[src/rtl/rxr_pkg.sv]
package rxr_pkg;

  // Status bit positions software decodes
  localparam int ST_EMPTY = 15;
  localparam int ST_WRAP  = 13;
  localparam int ST_OVR   = 2;
  localparam int ST_ERR   = 1;

  // Software field selects
  localparam logic [1:0] SEL_STAT = 2'd0;
  localparam logic [1:0] SEL_LEN  = 2'd1;
  localparam logic [1:0] SEL_PTR  = 2'd2;

  typedef enum logic [2:0] {
    S_IDLE   = 3'd0,
    S_RECV   = 3'd1,
    S_DROP   = 3'd2,
    S_WBLEN  = 3'd3,
    S_WBSTAT = 3'd4
  } rx_state_e;

  function automatic logic [15:0] fresh_status(input logic is_last);
    logic [15:0] s;
    s = '0;
    s[ST_EMPTY] = 1'b1;
    s[ST_WRAP]  = is_last;
    return s;
  endfunction

endpackage

[src/rtl/rxr_desc_mem.sv]
module rxr_desc_mem
  import rxr_pkg::*;
#(
  parameter int NDESC = 8,
  parameter int IDXW  = 3
) (
  input  logic            clk,
  input  logic            rst_n,
  input  logic            init_i,
  input  logic [IDXW-1:0] eng_idx_i,
  input  logic            eng_len_we_i,
  input  logic [15:0]     eng_len_i,
  input  logic            eng_stat_we_i,
  input  logic [15:0]     eng_stat_i,
  output logic            eng_empty_o,
  output logic            eng_wrap_o,
  output logic [31:0]     eng_ptr_o,
  input  logic            sw_we_i,
  input  logic [IDXW-1:0] sw_idx_i,
  input  logic [1:0]      sw_sel_i,
  input  logic [31:0]     sw_wdata_i,
  output logic [31:0]     sw_rdata_o
);

  localparam int STW = NDESC * 16;
  localparam int PTW = NDESC * 32;

  logic [STW-1:0] stat_flat;
  logic [STW-1:0] len_flat;
  logic [PTW-1:0] ptr_flat;

  for (genvar g = 0; g < NDESC; g++) begin : g_ent
    logic [15:0] stat_r, stat_d;
    logic [15:0] len_r, len_d;
    logic [31:0] ptr_r, ptr_d;
    logic        sw_hit, eng_hit;

    assign sw_hit  = sw_we_i && (sw_idx_i == IDXW'(g));
    assign eng_hit = (eng_idx_i == IDXW'(g));

    // Priority: start-up, then engine write-back, then software
    always_comb begin
      stat_d = stat_r;
      len_d  = len_r;
      ptr_d  = ptr_r;
      if (sw_hit) begin
        case (sw_sel_i)
          SEL_STAT: stat_d = sw_wdata_i[15:0];
          SEL_LEN:  len_d  = sw_wdata_i[15:0];
          SEL_PTR:  ptr_d  = sw_wdata_i;
          default:  ;
        endcase
      end
      if (eng_len_we_i && eng_hit)  len_d  = eng_len_i;
      if (eng_stat_we_i && eng_hit) stat_d = eng_stat_i;
      if (init_i) begin
        stat_d = fresh_status(g == NDESC - 1);
        len_d  = '0;
      end
    end

    always_ff @(posedge clk or negedge rst_n) begin
      if (!rst_n) begin
        stat_r <= fresh_status(g == NDESC - 1);
        len_r  <= '0;
        ptr_r  <= '0;
      end else begin
        stat_r <= stat_d;
        len_r  <= len_d;
        ptr_r  <= ptr_d;
      end
    end

    assign stat_flat[g*16 +: 16] = stat_r;
    assign len_flat[g*16 +: 16]  = len_r;
    assign ptr_flat[g*32 +: 32]  = ptr_r;
  end

  logic [15:0] cur_stat;
  assign cur_stat    = stat_flat[{eng_idx_i, 4'b0} +: 16];
  assign eng_empty_o = cur_stat[ST_EMPTY];
  assign eng_wrap_o  = cur_stat[ST_WRAP];
  assign eng_ptr_o   = ptr_flat[{eng_idx_i, 5'b0} +: 32];

  always_comb begin
    case (sw_sel_i)
      SEL_STAT: sw_rdata_o = {16'b0, stat_flat[{sw_idx_i, 4'b0} +: 16]};
      SEL_LEN:  sw_rdata_o = {16'b0, len_flat[{sw_idx_i, 4'b0} +: 16]};
      SEL_PTR:  sw_rdata_o = ptr_flat[{sw_idx_i, 5'b0} +: 32];
      default:  sw_rdata_o = '0;
    endcase
  end


  wb_order_chk: assert property (@(posedge clk) disable iff (!rst_n)
    eng_stat_we_i |-> ($past(eng_len_we_i) && ($past(eng_idx_i) == eng_idx_i)));

endmodule

[src/rtl/rxr_evt.sv]
module rxr_evt #(
  parameter int N = 2
) (
  input  logic         clk,
  input  logic         rst_n,
  input  logic         init_i,
  input  logic [N-1:0] set_i,
  input  logic [N-1:0] clr_i,
  output logic [N-1:0] evt_o
);

  for (genvar g = 0; g < N; g++) begin : g_flag
    logic evt_q, evt_d;

    // A set in the same cycle as a clear keeps the flag
    always_comb begin
      evt_d = evt_q;
      if (clr_i[g]) evt_d = 1'b0;
      if (init_i)   evt_d = 1'b0;
      if (set_i[g]) evt_d = 1'b1;
    end

    always_ff @(posedge clk or negedge rst_n) begin
      if (!rst_n) evt_q <= 1'b0;
      else        evt_q <= evt_d;
    end

    assign evt_o[g] = evt_q;


    evt_clear_chk: assert property (@(posedge clk) disable iff (!rst_n)
      (clr_i[g] && !set_i[g]) |=> !evt_q);


    evt_set_wins_chk: assert property (@(posedge clk) disable iff (!rst_n)
      set_i[g] |=> evt_q);
  end

endmodule

[src/rtl/rxr_rx_ctrl.sv]
module rxr_rx_ctrl
  import rxr_pkg::*;
#(
  parameter int NDESC = 8,
  parameter int IDXW  = 3
) (
  input  logic            clk,
  input  logic            rst_n,
  input  logic            init_i,
  input  logic [15:0]     max_len_i,
  input  logic            rx_valid_i,
  input  logic [7:0]      rx_data_i,
  input  logic            rx_last_i,
  input  logic            rx_err_i,
  input  logic            stop_req_i,
  input  logic            clr_halt_i,
  input  logic            desc_empty_i,
  input  logic            desc_wrap_i,
  input  logic [31:0]     desc_ptr_i,
  output logic [IDXW-1:0] idx_o,
  output logic            len_we_o,
  output logic [15:0]     len_o,
  output logic            stat_we_o,
  output logic [15:0]     stat_o,
  output logic            bwe_o,
  output logic [31:0]     baddr_o,
  output logic [7:0]      bdata_o,
  output logic            halted_o,
  output logic            stopped_o,
  output logic            busy_set_o,
  output logic            stop_done_o
);

  localparam logic [IDXW-1:0] LAST_IDX = IDXW'(NDESC - 1);

  rx_state_e       state_q, state_d;
  logic [IDXW-1:0] idx_q, idx_d;
  logic [15:0]     cnt_q, cnt_d;
  logic [31:0]     ptr_q, ptr_d;
  logic            err_q, err_d;
  logic            ovr_q, ovr_d;
  logic            wrap_q, wrap_d;
  logic            halted_q, halted_d;
  logic            stopped_q, stopped_d;
  logic            bwe_q, bwe_d;
  logic [31:0]     baddr_q, baddr_d;
  logic [7:0]      bdata_q, bdata_d;

  logic            acc;
  logic [31:0]     acc_base;
  logic [15:0]     acc_cnt;
  logic            busy_set, len_we, stat_we;

  // Next-state process
  always_comb begin
    state_d   = state_q;
    idx_d     = idx_q;
    cnt_d     = cnt_q;
    ptr_d     = ptr_q;
    err_d     = err_q;
    ovr_d     = ovr_q;
    wrap_d    = wrap_q;
    halted_d  = halted_q;
    stopped_d = stopped_q;
    bwe_d     = 1'b0;
    baddr_d   = baddr_q;
    bdata_d   = bdata_q;
    busy_set  = 1'b0;
    len_we    = 1'b0;
    stat_we   = 1'b0;
    acc       = 1'b0;
    acc_base  = ptr_q;
    acc_cnt   = cnt_q;

    case (state_q)
      S_IDLE: begin
        stopped_d = stop_req_i;
        if (rx_valid_i) begin
          if (stop_req_i || stopped_q || halted_q) begin
            if (!rx_last_i) state_d = S_DROP;
          end else if (!desc_empty_i) begin
            busy_set = 1'b1;
            halted_d = 1'b1;
            if (!rx_last_i) state_d = S_DROP;
          end else begin
            acc      = 1'b1;
            acc_base = desc_ptr_i;
            acc_cnt  = '0;
            ptr_d    = desc_ptr_i;
            wrap_d   = desc_wrap_i;
            err_d    = 1'b0;
            ovr_d    = 1'b0;
            cnt_d    = '0;
            state_d  = rx_last_i ? S_WBLEN : S_RECV;
          end
        end
      end
      S_RECV: begin
        if (rx_valid_i) begin
          acc = 1'b1;
          if (rx_last_i) state_d = S_WBLEN;
        end
      end
      S_DROP: begin
        if (rx_valid_i && rx_last_i) state_d = S_IDLE;
      end
      S_WBLEN: begin
        len_we  = 1'b1;
        state_d = S_WBSTAT;
      end
      S_WBSTAT: begin
        stat_we = 1'b1;
        idx_d   = (wrap_q || (idx_q == LAST_IDX)) ? '0 : idx_q + IDXW'(1);
        state_d = S_IDLE;
      end
      default: state_d = S_IDLE;
    endcase

    if (acc) begin
      err_d = err_d | rx_err_i;
      if (acc_cnt < max_len_i) begin
        bwe_d   = 1'b1;
        baddr_d = acc_base + {16'b0, acc_cnt};
        bdata_d = rx_data_i;
        cnt_d   = acc_cnt + 16'd1;
      end else begin
        ovr_d = 1'b1;
      end
    end

    if (clr_halt_i && !busy_set) halted_d = 1'b0;

    if (init_i) begin
      state_d  = S_IDLE;
      idx_d    = '0;
      halted_d = 1'b0;
      bwe_d    = 1'b0;
      busy_set = 1'b0;
      len_we   = 1'b0;
      stat_we  = 1'b0;
    end
  end

  // Register process
  always_ff @(posedge clk or negedge rst_n) begin
    if (!rst_n) begin
      state_q   <= S_IDLE;
      idx_q     <= '0;
      cnt_q     <= '0;
      ptr_q     <= '0;
      err_q     <= 1'b0;
      ovr_q     <= 1'b0;
      wrap_q    <= 1'b0;
      halted_q  <= 1'b0;
      stopped_q <= 1'b0;
      bwe_q     <= 1'b0;
      baddr_q   <= '0;
      bdata_q   <= '0;
    end else begin
      state_q   <= state_d;
      idx_q     <= idx_d;
      cnt_q     <= cnt_d;
      ptr_q     <= ptr_d;
      err_q     <= err_d;
      ovr_q     <= ovr_d;
      wrap_q    <= wrap_d;
      halted_q  <= halted_d;
      stopped_q <= stopped_d;
      bwe_q     <= bwe_d;
      baddr_q   <= baddr_d;
      bdata_q   <= bdata_d;
    end
  end

  always_comb begin
    stat_o          = '0;
    stat_o[ST_WRAP] = wrap_q;
    stat_o[ST_OVR]  = ovr_q;
    stat_o[ST_ERR]  = err_q;
  end

  assign idx_o       = idx_q;
  assign len_we_o    = len_we;
  assign len_o       = cnt_q;
  assign stat_we_o   = stat_we;
  assign bwe_o       = bwe_q;
  assign baddr_o     = baddr_q;
  assign bdata_o     = bdata_q;
  assign halted_o    = halted_q;
  assign stopped_o   = stopped_q;
  assign busy_set_o  = busy_set;
  assign stop_done_o = stopped_d & ~stopped_q;


  wrap_return_chk: assert property (@(posedge clk) disable iff (!rst_n)
    (stat_we && wrap_q) |=> (idx_q == '0));


  busy_halts_chk: assert property (@(posedge clk) disable iff (!rst_n)
    busy_set |=> halted_q);


  halt_no_write_chk: assert property (@(posedge clk) disable iff (!rst_n)
    (halted_q && $past(halted_q)) |-> !bwe_q);


  max_len_chk: assert property (@(posedge clk) disable iff (!rst_n)
    (state_q == S_RECV) |-> (cnt_q <= max_len_i));

endmodule

[src/rtl/rxr_ring_engine.sv]
module rxr_ring_engine #(
  parameter int NDESC = 8,
  localparam int IDXW = $clog2(NDESC)
) (
  input  logic            clk,
  input  logic            rst_n,
  input  logic            init_i,
  input  logic [15:0]     max_len_i,
  input  logic            rx_valid_i,
  input  logic [7:0]      rx_data_i,
  input  logic            rx_last_i,
  input  logic            rx_err_i,
  input  logic            stop_req_i,
  input  logic            clr_halt_i,
  input  logic [1:0]      evt_clr_i,
  input  logic            sw_we_i,
  input  logic [IDXW-1:0] sw_idx_i,
  input  logic [1:0]      sw_sel_i,
  input  logic [31:0]     sw_wdata_i,
  output logic [31:0]     sw_rdata_o,
  output logic            buf_we_o,
  output logic [31:0]     buf_addr_o,
  output logic [7:0]      buf_data_o,
  output logic [IDXW-1:0] cur_idx_o,
  output logic            halted_o,
  output logic            stopped_o,
  output logic            busy_evt_o,
  output logic            stop_evt_o
);

  logic [IDXW-1:0] idx;
  logic            len_we, stat_we;
  logic [15:0]     len_wb, stat_wb;
  logic            d_empty, d_wrap;
  logic [31:0]     d_ptr;
  logic            busy_set, stop_done;
  logic [1:0]      evts;

  rxr_desc_mem #(.NDESC(NDESC), .IDXW(IDXW)) mem_i (
    .clk           (clk),
    .rst_n         (rst_n),
    .init_i        (init_i),
    .eng_idx_i     (idx),
    .eng_len_we_i  (len_we),
    .eng_len_i     (len_wb),
    .eng_stat_we_i (stat_we),
    .eng_stat_i    (stat_wb),
    .eng_empty_o   (d_empty),
    .eng_wrap_o    (d_wrap),
    .eng_ptr_o     (d_ptr),
    .sw_we_i       (sw_we_i),
    .sw_idx_i      (sw_idx_i),
    .sw_sel_i      (sw_sel_i),
    .sw_wdata_i    (sw_wdata_i),
    .sw_rdata_o    (sw_rdata_o)
  );

  rxr_rx_ctrl #(.NDESC(NDESC), .IDXW(IDXW)) ctrl_i (
    .clk          (clk),
    .rst_n        (rst_n),
    .init_i       (init_i),
    .max_len_i    (max_len_i),
    .rx_valid_i   (rx_valid_i),
    .rx_data_i    (rx_data_i),
    .rx_last_i    (rx_last_i),
    .rx_err_i     (rx_err_i),
    .stop_req_i   (stop_req_i),
    .clr_halt_i   (clr_halt_i),
    .desc_empty_i (d_empty),
    .desc_wrap_i  (d_wrap),
    .desc_ptr_i   (d_ptr),
    .idx_o        (idx),
    .len_we_o     (len_we),
    .len_o        (len_wb),
    .stat_we_o    (stat_we),
    .stat_o       (stat_wb),
    .bwe_o        (buf_we_o),
    .baddr_o      (buf_addr_o),
    .bdata_o      (buf_data_o),
    .halted_o     (halted_o),
    .stopped_o    (stopped_o),
    .busy_set_o   (busy_set),
    .stop_done_o  (stop_done)
  );

  rxr_evt #(.N(2)) evt_i (
    .clk    (clk),
    .rst_n  (rst_n),
    .init_i (init_i),
    .set_i  ({stop_done, busy_set}),
    .clr_i  (evt_clr_i),
    .evt_o  (evts)
  );

  assign cur_idx_o  = idx;
  assign busy_evt_o = evts[0];
  assign stop_evt_o = evts[1];

endmodule

[config.mk]
export PLATFORM = sky130hd
export DESIGN_NAME = rxr_ring_engine
export DESIGN_NICKNAME = d
export VERILOG_FILES = /design/src/rtl/rxr_pkg.sv /design/src/rtl/rxr_desc_mem.sv /design/src/rtl/rxr_evt.sv /design/src/rtl/rxr_rx_ctrl.sv /design/src/rtl/rxr_ring_engine.sv
export SDC_FILE = /design/constraint.sdc
export NUM_CORES = 1
export LEC_CHECK = 0
export BUFFER_PORTS_ARGS = -buffer_cell sky130_fd_sc_hd__buf_2
export CORE_AREA = 2 2 289 291
export DETAILED_ROUTE_END_ITERATION = 8
export DIE_AREA = 0 0 291 293
export PLACE_DENSITY = 0.62
export SLEW_MARGIN = 20
export SYNTH_ARGS = -nofsm -noshare
export SYNTH_HDL_FRONTEND = slang
export SYNTH_SLANG_ARGS = --single-unit
[constraint.sdc]
create_clock -name clk -period 4.8 [get_ports clk]
set_input_delay 0.72 -clock clk [delete_from_list [all_inputs] [get_ports clk]]
set_output_delay 0.72 -clock clk [all_outputs]
set_load 0.02 [all_outputs]
==> results of run 1 <==
per-stage QoR:
step	std cells	util	area (µm²)
2_1_floorplan	2957	-	32620
3_3_place_gp	4010	0.4251	34790
3_5_place_dp	4011	0.4252	34800
4_1_cts	4127	0.4521	37000
5_1_grt	4137	0.4532	37090
6_report	4141	0.4533	37100
cell type report:
| class | count | area [µm²] | share of cell area |
|---|---|---|---|
| clock buffer | 97 | 1994 | 0.05376 |
| multi-input combinational | 2026 | 16130 | 0.4347 |
| antenna | 4 | 10.01 | 0.0002698 |
| clock inverter | 19 | 203.9 | 0.005497 |
| timing repair buffer | 267 | 1876 | 0.05055 |
| tap | 1070 | 1339 | 0.03609 |
| inverter | 44 | 165.2 | 0.004452 |
| sequential | 614 | 15380 | 0.4147 |
report_power, final:
part,switching (mW),internal (mW),total [mW]
Clock,2.18,3.10,5.28
Sequential,0.558,5.97,6.53
Combinational,1.68,1.32,3.00
worst max-delay path by stage:
stage	from	end	slack, ns	cells past startpoint
2_1_floorplan	ctrl_i.idx_o[0]$_DFFE_PN0P_	ctrl_i.baddr_o[11]$_DFFE_PN0P_	-0.009	22
3_3_place_gp	stop_req_i	ctrl_i.baddr_o[18]$_DFFE_PN0P_	0.02	18
3_5_place_dp	stop_req_i	ctrl_i.baddr_o[18]$_DFFE_PN0P_	-0.05	18
4_1_cts	ctrl_i.idx_o[0]$_DFFE_PN0P_	ctrl_i.baddr_o[18]$_DFFE_PN0P_	0.21	17
5_1_grt	ctrl_i.state_q[1]$_DFFE_PN0P_	ctrl_i.baddr_o[18]$_DFFE_PN0P_	-0.01	18
6_report	ctrl_i.idx_o[0]$_DFFE_PN0P_	ctrl_i.baddr_o[31]$_DFFE_PN0P_	0.28	13
sequential cells by signal, indices dropped and copies added (netlist names):
register / flops
ctrl_i.baddr_o: 32
ctrl_i.bdata_o: 8
ctrl_i.bwe_o: 1
ctrl_i.err_q: 1
ctrl_i.halted_o: 1
ctrl_i.idx_o: 3
ctrl_i.len_o: 16
ctrl_i.ovr_q: 1
ctrl_i.ptr_q: 32
ctrl_i.state_q: 3
ctrl_i.stopped_o: 1
ctrl_i.wrap_q: 1
evt_i.g_flag.evt_q: 2
mem_i.g_ent.len_r: 128
mem_i.g_ent.ptr_r: 256
mem_i.g_ent.stat_r: 128
logic make-up after synthesis:
family	after synthesis
mux	616
compound gates	473
fa+ha+maj	37
simple gates	860
flops	614
xor+xnor	40
buf+inv	317
placed cells by master, fill, tap and decap left out, types with 20 or more instances in the layout:
| master | count |
|---|---|
| a21oi_1 | 43 |
| a22o_1 | 98 |
| a31oi_1 | 20 |
| a32oi_1 | 34 |
| buf_2 | 146 |
| buf_4 | 101 |
| clkbuf_16 | 71 |
| dfrtp_1 | 603 |
| ha_1 | 34 |
| inv_1 | 43 |
| mux2_2 | 261 |
| mux2i_1 | 222 |
| mux4_2 | 129 |
| nand2_1 | 505 |
| nand3_1 | 96 |
| nand4_1 | 27 |
| nor2_1 | 104 |
| nor2b_1 | 24 |
| o21ai_0 | 141 |
| o21ai_1 | 25 |
| o22ai_1 | 21 |
| o31ai_1 | 31 |
| xnor2_1 | 22 |
layer usage:
metal,share of wire,GRT usage,vias to the layer above
met1,0.41,0.3363,12608
met5,0.00036,0,-
li1,-,-,10774
met3,0.084,0.05673,235
met4,0.040,0.09794,8
met2,0.46,0.3947,1007
repair_timing:
item | in CTS | in global routing
gates resized for setup | 0 | 1
buffers inserted | 0 | 10
setup endpoints to repair | 0 | 7
==> impl_metrics.env, run 1 <==
export IMPL_synth_mux_area_frac=0.2495
export IMPL_ys_warn_count=0
export IMPL_cp_top_family="compound AO/OA/AOI/OAI gates"
export IMPL_yosysSeqAreaShare=0.4719
export IMPL_syn_avg_cell_area_um2=11.02
export IMPL_setup_slack_ns=0.2797
export IMPL_async_flop_share=1.000
export IMPL_clkLatencyLatePin_ns=0.62
export IMPL_ios=152
export IMPL_required_ns=5.33
export IMPL_r2r_start="ctrl_i.idx_o[0]$_DFFE_PN0P_"
export IMPL_p_total_mw=14.81
export IMPL_overflow=0
export IMPL_fin_tns_setup_ns=0
export IMPL_synth_most_common_cell="dfrtp_1"
export IMPL_path_clk_slew_ns=0.06
export IMPL_critPathCaptureType="flip-flop"
export IMPL_grt_pass1_vias=24808
export IMPL_place_congestion=0.8944
export IMPL_vias=24632
export IMPL_timing_hold_ws_ns=0.08655
export IMPL_synth_ff_type="dfrtp_1"
export IMPL_synth_cell_type_count=77
export IMPL_drv_slew=0
export IMPL_synth_top_family_by_area="multiplexers"
export IMPL_drive_gt1_frac=0.2670
export IMPL_fp_dieH_um=293
export IMPL_core_area_mm2=0.08185
export IMPL_critPathKind="flip-flop to flip-flop"
export IMPL_synth_fa_ha_area_frac=0.01428
export IMPL_viasPerCell=5.948
export IMPL_syn_instance_count=2957
export IMPL_synthXorXnorAreaFrac=0.01075
export IMPL_dieWidth_um=291
export IMPL_drt_iter0_drc=2413
export IMPL_start_util=0.3981
export IMPL_slew_headroom=0.2068
export IMPL_htree_levels=3
export IMPL_syn_area_mm2=0.03259
export IMPL_outcome="finished, final reports clean"
export IMPL_cpMostUsedCell="buf_4"
export IMPL_detail_route_first_pass_iterations=5
export IMPL_critPathSlowestCell="mux4_2"
export IMPL_peakVddDrop_mv=0.3311
export IMPL_power_density_mw_per_mm2=399.3
export IMPL_setup_viol=0
export IMPL_ys_ff_latch=614
export IMPL_grt_max_degree=87
export IMPL_area_growth_pct=13.85
export IMPL_rows=105
export IMPL_synth_nets=3064
export IMPL_clockRootBuffer="clkbuf_16"
export IMPL_hold_viol_final=0
export IMPL_worst_pin_slew_ns=1.190
export IMPL_clock_skew_ns=0.03390
export IMPL_synth_edf_count=0
export IMPL_cts_hold_buf=0
export IMPL_drv_cap=0
export IMPL_worstPathCellList="buf_4, buf_4, mux4_2, mux2i_1, o21ai_0, ha_1, nand4_1, a21oi_1, o2111ai_1, a31oi_2, o21ai_2, or4_1, a31oi_1"
export IMPL_cts_tree="yes"
export IMPL_post_dp_hpwl_mm=69.41
export IMPL_routedWlPerCell_um=25.84
export IMPL_track_usage=0.2503
export IMPL_min_period_ns=4.520
export IMPL_hold_path_class="primary input to asynchronous set/reset pin"
export IMPL_cts_buffers=68
export IMPL_synth_largest_area_cell="dfrtp_1"
export IMPL_ff2ff_path_depth=13
export IMPL_ys_top_cells_by_area="dfrtp_1, mux2_2, mux4_2"
export IMPL_power_leakage_nw=17.44
export IMPL_r2r_end="ctrl_i.baddr_o[31]$_DFFE_PN0P_"
export IMPL_synth_compound_area_frac=0.09976
export IMPL_critPathMaxFanout=20
export IMPL_wl_mm=107.0
export IMPL_dieArea_mm2=0.08526
export IMPL_reg2reg_slack_ns=0.28
export IMPL_cp_arrival_ns=5.05
export IMPL_place_ws_ns=-0.04665
export IMPL_yosysTopAreaCellShare=0.4646
export IMPL_fin_nets=3128
export IMPL_io_buffers=151
export IMPL_slowest_delay_ns=0.56
export IMPL_cp_buffers_inverters=2
export IMPL_max_freq_mhz=221.2
export IMPL_start_kind="flip-flop"
export IMPL_antenna_found_initial=8
export IMPL_cts_sinks=614
export IMPL_synthSimpleGateAreaFrac=0.1154
export IMPL_fillCellCount=7644
export IMPL_fin_crit_sh=0.9417
export IMPL_yosys_top_cells_count="dfrtp_1, nand2_1, mux2_2"
export IMPL_grt_pass1_wl_mm=161.6
export IMPL_drc=0
export IMPL_cts_buffer_depth=3
export IMPL_ant_nets=0
No activity file was read; power rests on OpenSTA's default activity.
==> inputs of run 2 (changes only) <==
CTS_BUF_LIST = sky130_fd_sc_hd__clkbuf_4 sky130_fd_sc_hd__clkbuf_8   (was default)
==> run 2 against run 1 <==
Maximum frequency increased by 0.17%. Via count grew 0.86%. Global-route usage hardly changed. Critical path type unchanged. Utilization about the same. Worst setup slack improved by 0.0077 ns. Largest cell class unchanged. Combinational power is essentially flat. Critical path depth unchanged. Hold slack worse by 0.065 ns. Clock skew is 0.0022 ns higher. Non-clock buffer count is 4 lower.
==> impl_metrics.env, run 2 (synthesis results as in run 1) <==
export IMPL_outcome="finished, final reports clean"
export IMPL_path_clk_slew_ns=0.07
export IMPL_largest_registers="mem_i.g_ent.ptr_r: 256 flops, mem_i.g_ent.len_r: 128 flops, mem_i.g_ent.stat_r: 128 flops"
export IMPL_reg2reg_slack_ns=0.29
export IMPL_regMostFlops="mem_i.g_ent.ptr_r"
export IMPL_final_cell_mix="dfrtp_1, nand2_1, mux2_2"
export IMPL_hold_viol_final=0
export IMPL_drv_cap=0
export IMPL_grt_pass1_wl_mm=161.6
export IMPL_worst_pin_slew_ns=1.224
export IMPL_multi_input_area_mm2=0.01613
export IMPL_rsz0062_at_grt="false"
export IMPL_p_seq_frac=0.449
export IMPL_setup_viol=0
export IMPL_fp_dieH_um=293
export IMPL_dieWidth_um=291
export IMPL_cts_sinks=614
export IMPL_hold_path_class="primary input to asynchronous set/reset pin"
export IMPL_wl_mm=107.2
export IMPL_start_kind="flip-flop"
export IMPL_cp_arrival_ns=5.16
export IMPL_ff2ff_path_depth=13
export IMPL_drv_slew=0
export IMPL_power_leakage_nw=17.51
export IMPL_clockRootBuffer="clkbuf_8"
export IMPL_critPathKind="flip-flop to flip-flop"
export IMPL_dieArea_mm2=0.08526
export IMPL_p_total_mw=14.54
export IMPL_peakVddDrop_mv=0.2901
export IMPL_power_frac_clock=0.344
export IMPL_cts_hold_buf=0
export IMPL_min_period_ns=4.513
export IMPL_cp_buffers_inverters=2
export IMPL_fillCellCount=7662
export IMPL_place_congestion=0.8944
export IMPL_fin_tns_setup_ns=0
export IMPL_ant_nets=0
export IMPL_cpMostUsedCell="buf_4"
export IMPL_p_switching_mw=4.486
export IMPL_r2r_start="ctrl_i.idx_o[0]$_DFFE_PN0P_"
export IMPL_critPathSlowestCell="mux4_2"
export IMPL_timing_hold_ws_ns=0.02173
export IMPL_postLayoutCellArea_mm2=0.03708
export IMPL_slowest_delay_ns=0.56
export IMPL_routedWlPerCell_um=25.49
export IMPL_place_area_mm2=0.03480
export IMPL_clkLatencyLatePin_ns=0.72
export IMPL_cp_top_family="compound AO/OA/AOI/OAI gates"
export IMPL_max_freq_mhz=221.6
export IMPL_rows=105
export IMPL_r2r_end="ctrl_i.baddr_o[31]$_DFFE_PN0P_"
export IMPL_area_growth_pct=13.80
export IMPL_critPathMaxFanout=20
export IMPL_worstPathCellList="buf_4, buf_4, mux4_2, mux2i_1, o21ai_0, ha_1, nand4_1, a21oi_1, o2111ai_1, a31oi_2, o21ai_2, or4_1, a31oi_1"
export IMPL_final_common_cell="dfrtp_1"
export IMPL_cts_tree="yes"
export IMPL_largest_reg_flops=256
export IMPL_slew_headroom=0.1841
export IMPL_switching_share=0.3085
export IMPL_start_util=0.3981
export IMPL_cts_buffers=102
export IMPL_grt_max_degree=87
export IMPL_post_dp_hpwl_mm=69.41
export IMPL_internal_power_mw=10.05
export IMPL_drive_gt1_frac=0.2867
export IMPL_fin_crit_sh=0.9401
export IMPL_antenna_found_initial=8
export IMPL_cts_buffer_depth=3
export IMPL_ios=152
export IMPL_htree_levels=3
export IMPL_drc=0
export IMPL_drt_iter0_drc=2249
export IMPL_grt_pass1_vias=24984
export IMPL_critPathCaptureType="flip-flop"
export IMPL_power_frac_comb=0.206
export IMPL_clock_skew_ns=0.03605
export IMPL_detail_route_first_pass_iterations=6
export IMPL_io_buffers=151
export IMPL_vias=24844
export IMPL_ff_latch_area_mm2=0.01538
export IMPL_core_area_mm2=0.08185
export IMPL_overflow=0
export IMPL_track_usage=0.2503
export IMPL_fin_nets=3158
export IMPL_viasPerCell=5.910
export IMPL_required_ns=5.44
export IMPL_power_density_mw_per_mm2=392.1
-- run 2: cell types whose count changed in the layout (fill, tap and decap cells not counted), moves of 4 or more --
cell       before  now
buf_4         101   97
bufinv_16       4    0
clkbuf_1       14    0
clkbuf_16      71    0
clkbuf_4        0   27
clkbuf_8       12  138
-- run 2: metrics by stage --
| stage | cells | setup WS, ns | utilization |
|---|---|---|---|
| 2_1_floorplan | 2957 | -0.008633 | - |
| 3_3_place_gp | 4010 | 0.02071 | 0.4251 |
| 3_5_place_dp | 4011 | -0.04665 | 0.4252 |
| 4_1_cts | 4196 | 0.2041 | 0.4523 |
| 5_1_grt | 4202 | 0.05342 | 0.4530 |
| 6_report | 4204 | 0.2874 | 0.4531 |
-- run 2: cell type report --
class | count | area share
inverter | 44 | 0.004454
multi-input combinational | 2026 | 0.4349
tap | 1070 | 0.03610
clock buffer | 165 | 0.05669
clock inverter | 20 | 0.003070
timing repair buffer | 263 | 0.04977
sequential | 614 | 0.4149
antenna | 2 | 0.0001350
-- run 2: worst register-to-register path, cell delays in order, from the launching register on --
cell and delay [ns]:
dfrtp_4 0.52, buf_4 0.24, buf_4 0.41, mux4_2 0.56, mux2i_1 0.43, o21ai_0 0.21, ha_1 0.36, nand4_1 0.10
a21oi_1 0.22, o2111ai_1 0.21, a31oi_2 0.46, o21ai_2 0.13, or4_1 0.40, a31oi_1 0.16
-- run 2: worst max-delay path by stage --
| stage | cells past startpoint | endpoint | startpoint |
|---|---|---|---|
| after floorplan | 22 | ctrl_i.baddr_o[11]$_DFFE_PN0P_ | ctrl_i.idx_o[0]$_DFFE_PN0P_ |
| after global placement | 18 | ctrl_i.baddr_o[18]$_DFFE_PN0P_ | stop_req_i |
| after detailed placement | 18 | ctrl_i.baddr_o[18]$_DFFE_PN0P_ | stop_req_i |
| after CTS | 17 | ctrl_i.baddr_o[18]$_DFFE_PN0P_ | ctrl_i.idx_o[0]$_DFFE_PN0P_ |
| after global routing | 18 | ctrl_i.baddr_o[18]$_DFFE_PN0P_ | ctrl_i.state_q[1]$_DFFE_PN0P_ |
| final | 13 | ctrl_i.baddr_o[31]$_DFFE_PN0P_ | ctrl_i.idx_o[0]$_DFFE_PN0P_ |
-- run 2: power groups by stage --
| stage | Sequential, mW | Clock, mW | Combinational, mW |
|---|---|---|---|
| floorplan | 6.60 | 0 | 1.82 |
| global placement | 6.59 | 0 | 2.97 |
| detailed placement | 6.61 | 0 | 3.00 |
| CTS | 6.52 | 5.08 | 3.01 |
| global route | 6.63 | 5.30 | 3.25 |
| finish | 6.53 | 5.01 | 3.00 |
-- run 2: what timing repair did --
action                                  in CTS  in global routing
buffers inserted                             0                  6
resized for setup                            0                  2
endpoints found under the setup margin       0                  8
-- run 2: layer usage --
| metal | global-route usage | share of wire |
|---|---|---|
| met2 | 0.3921 | 0.46 |
| met1 | 0.3355 | 0.41 |
| met5 | 0 | 0.00048 |
| met4 | 0.1007 | 0.040 |
| met3 | 0.05946 | 0.088 |
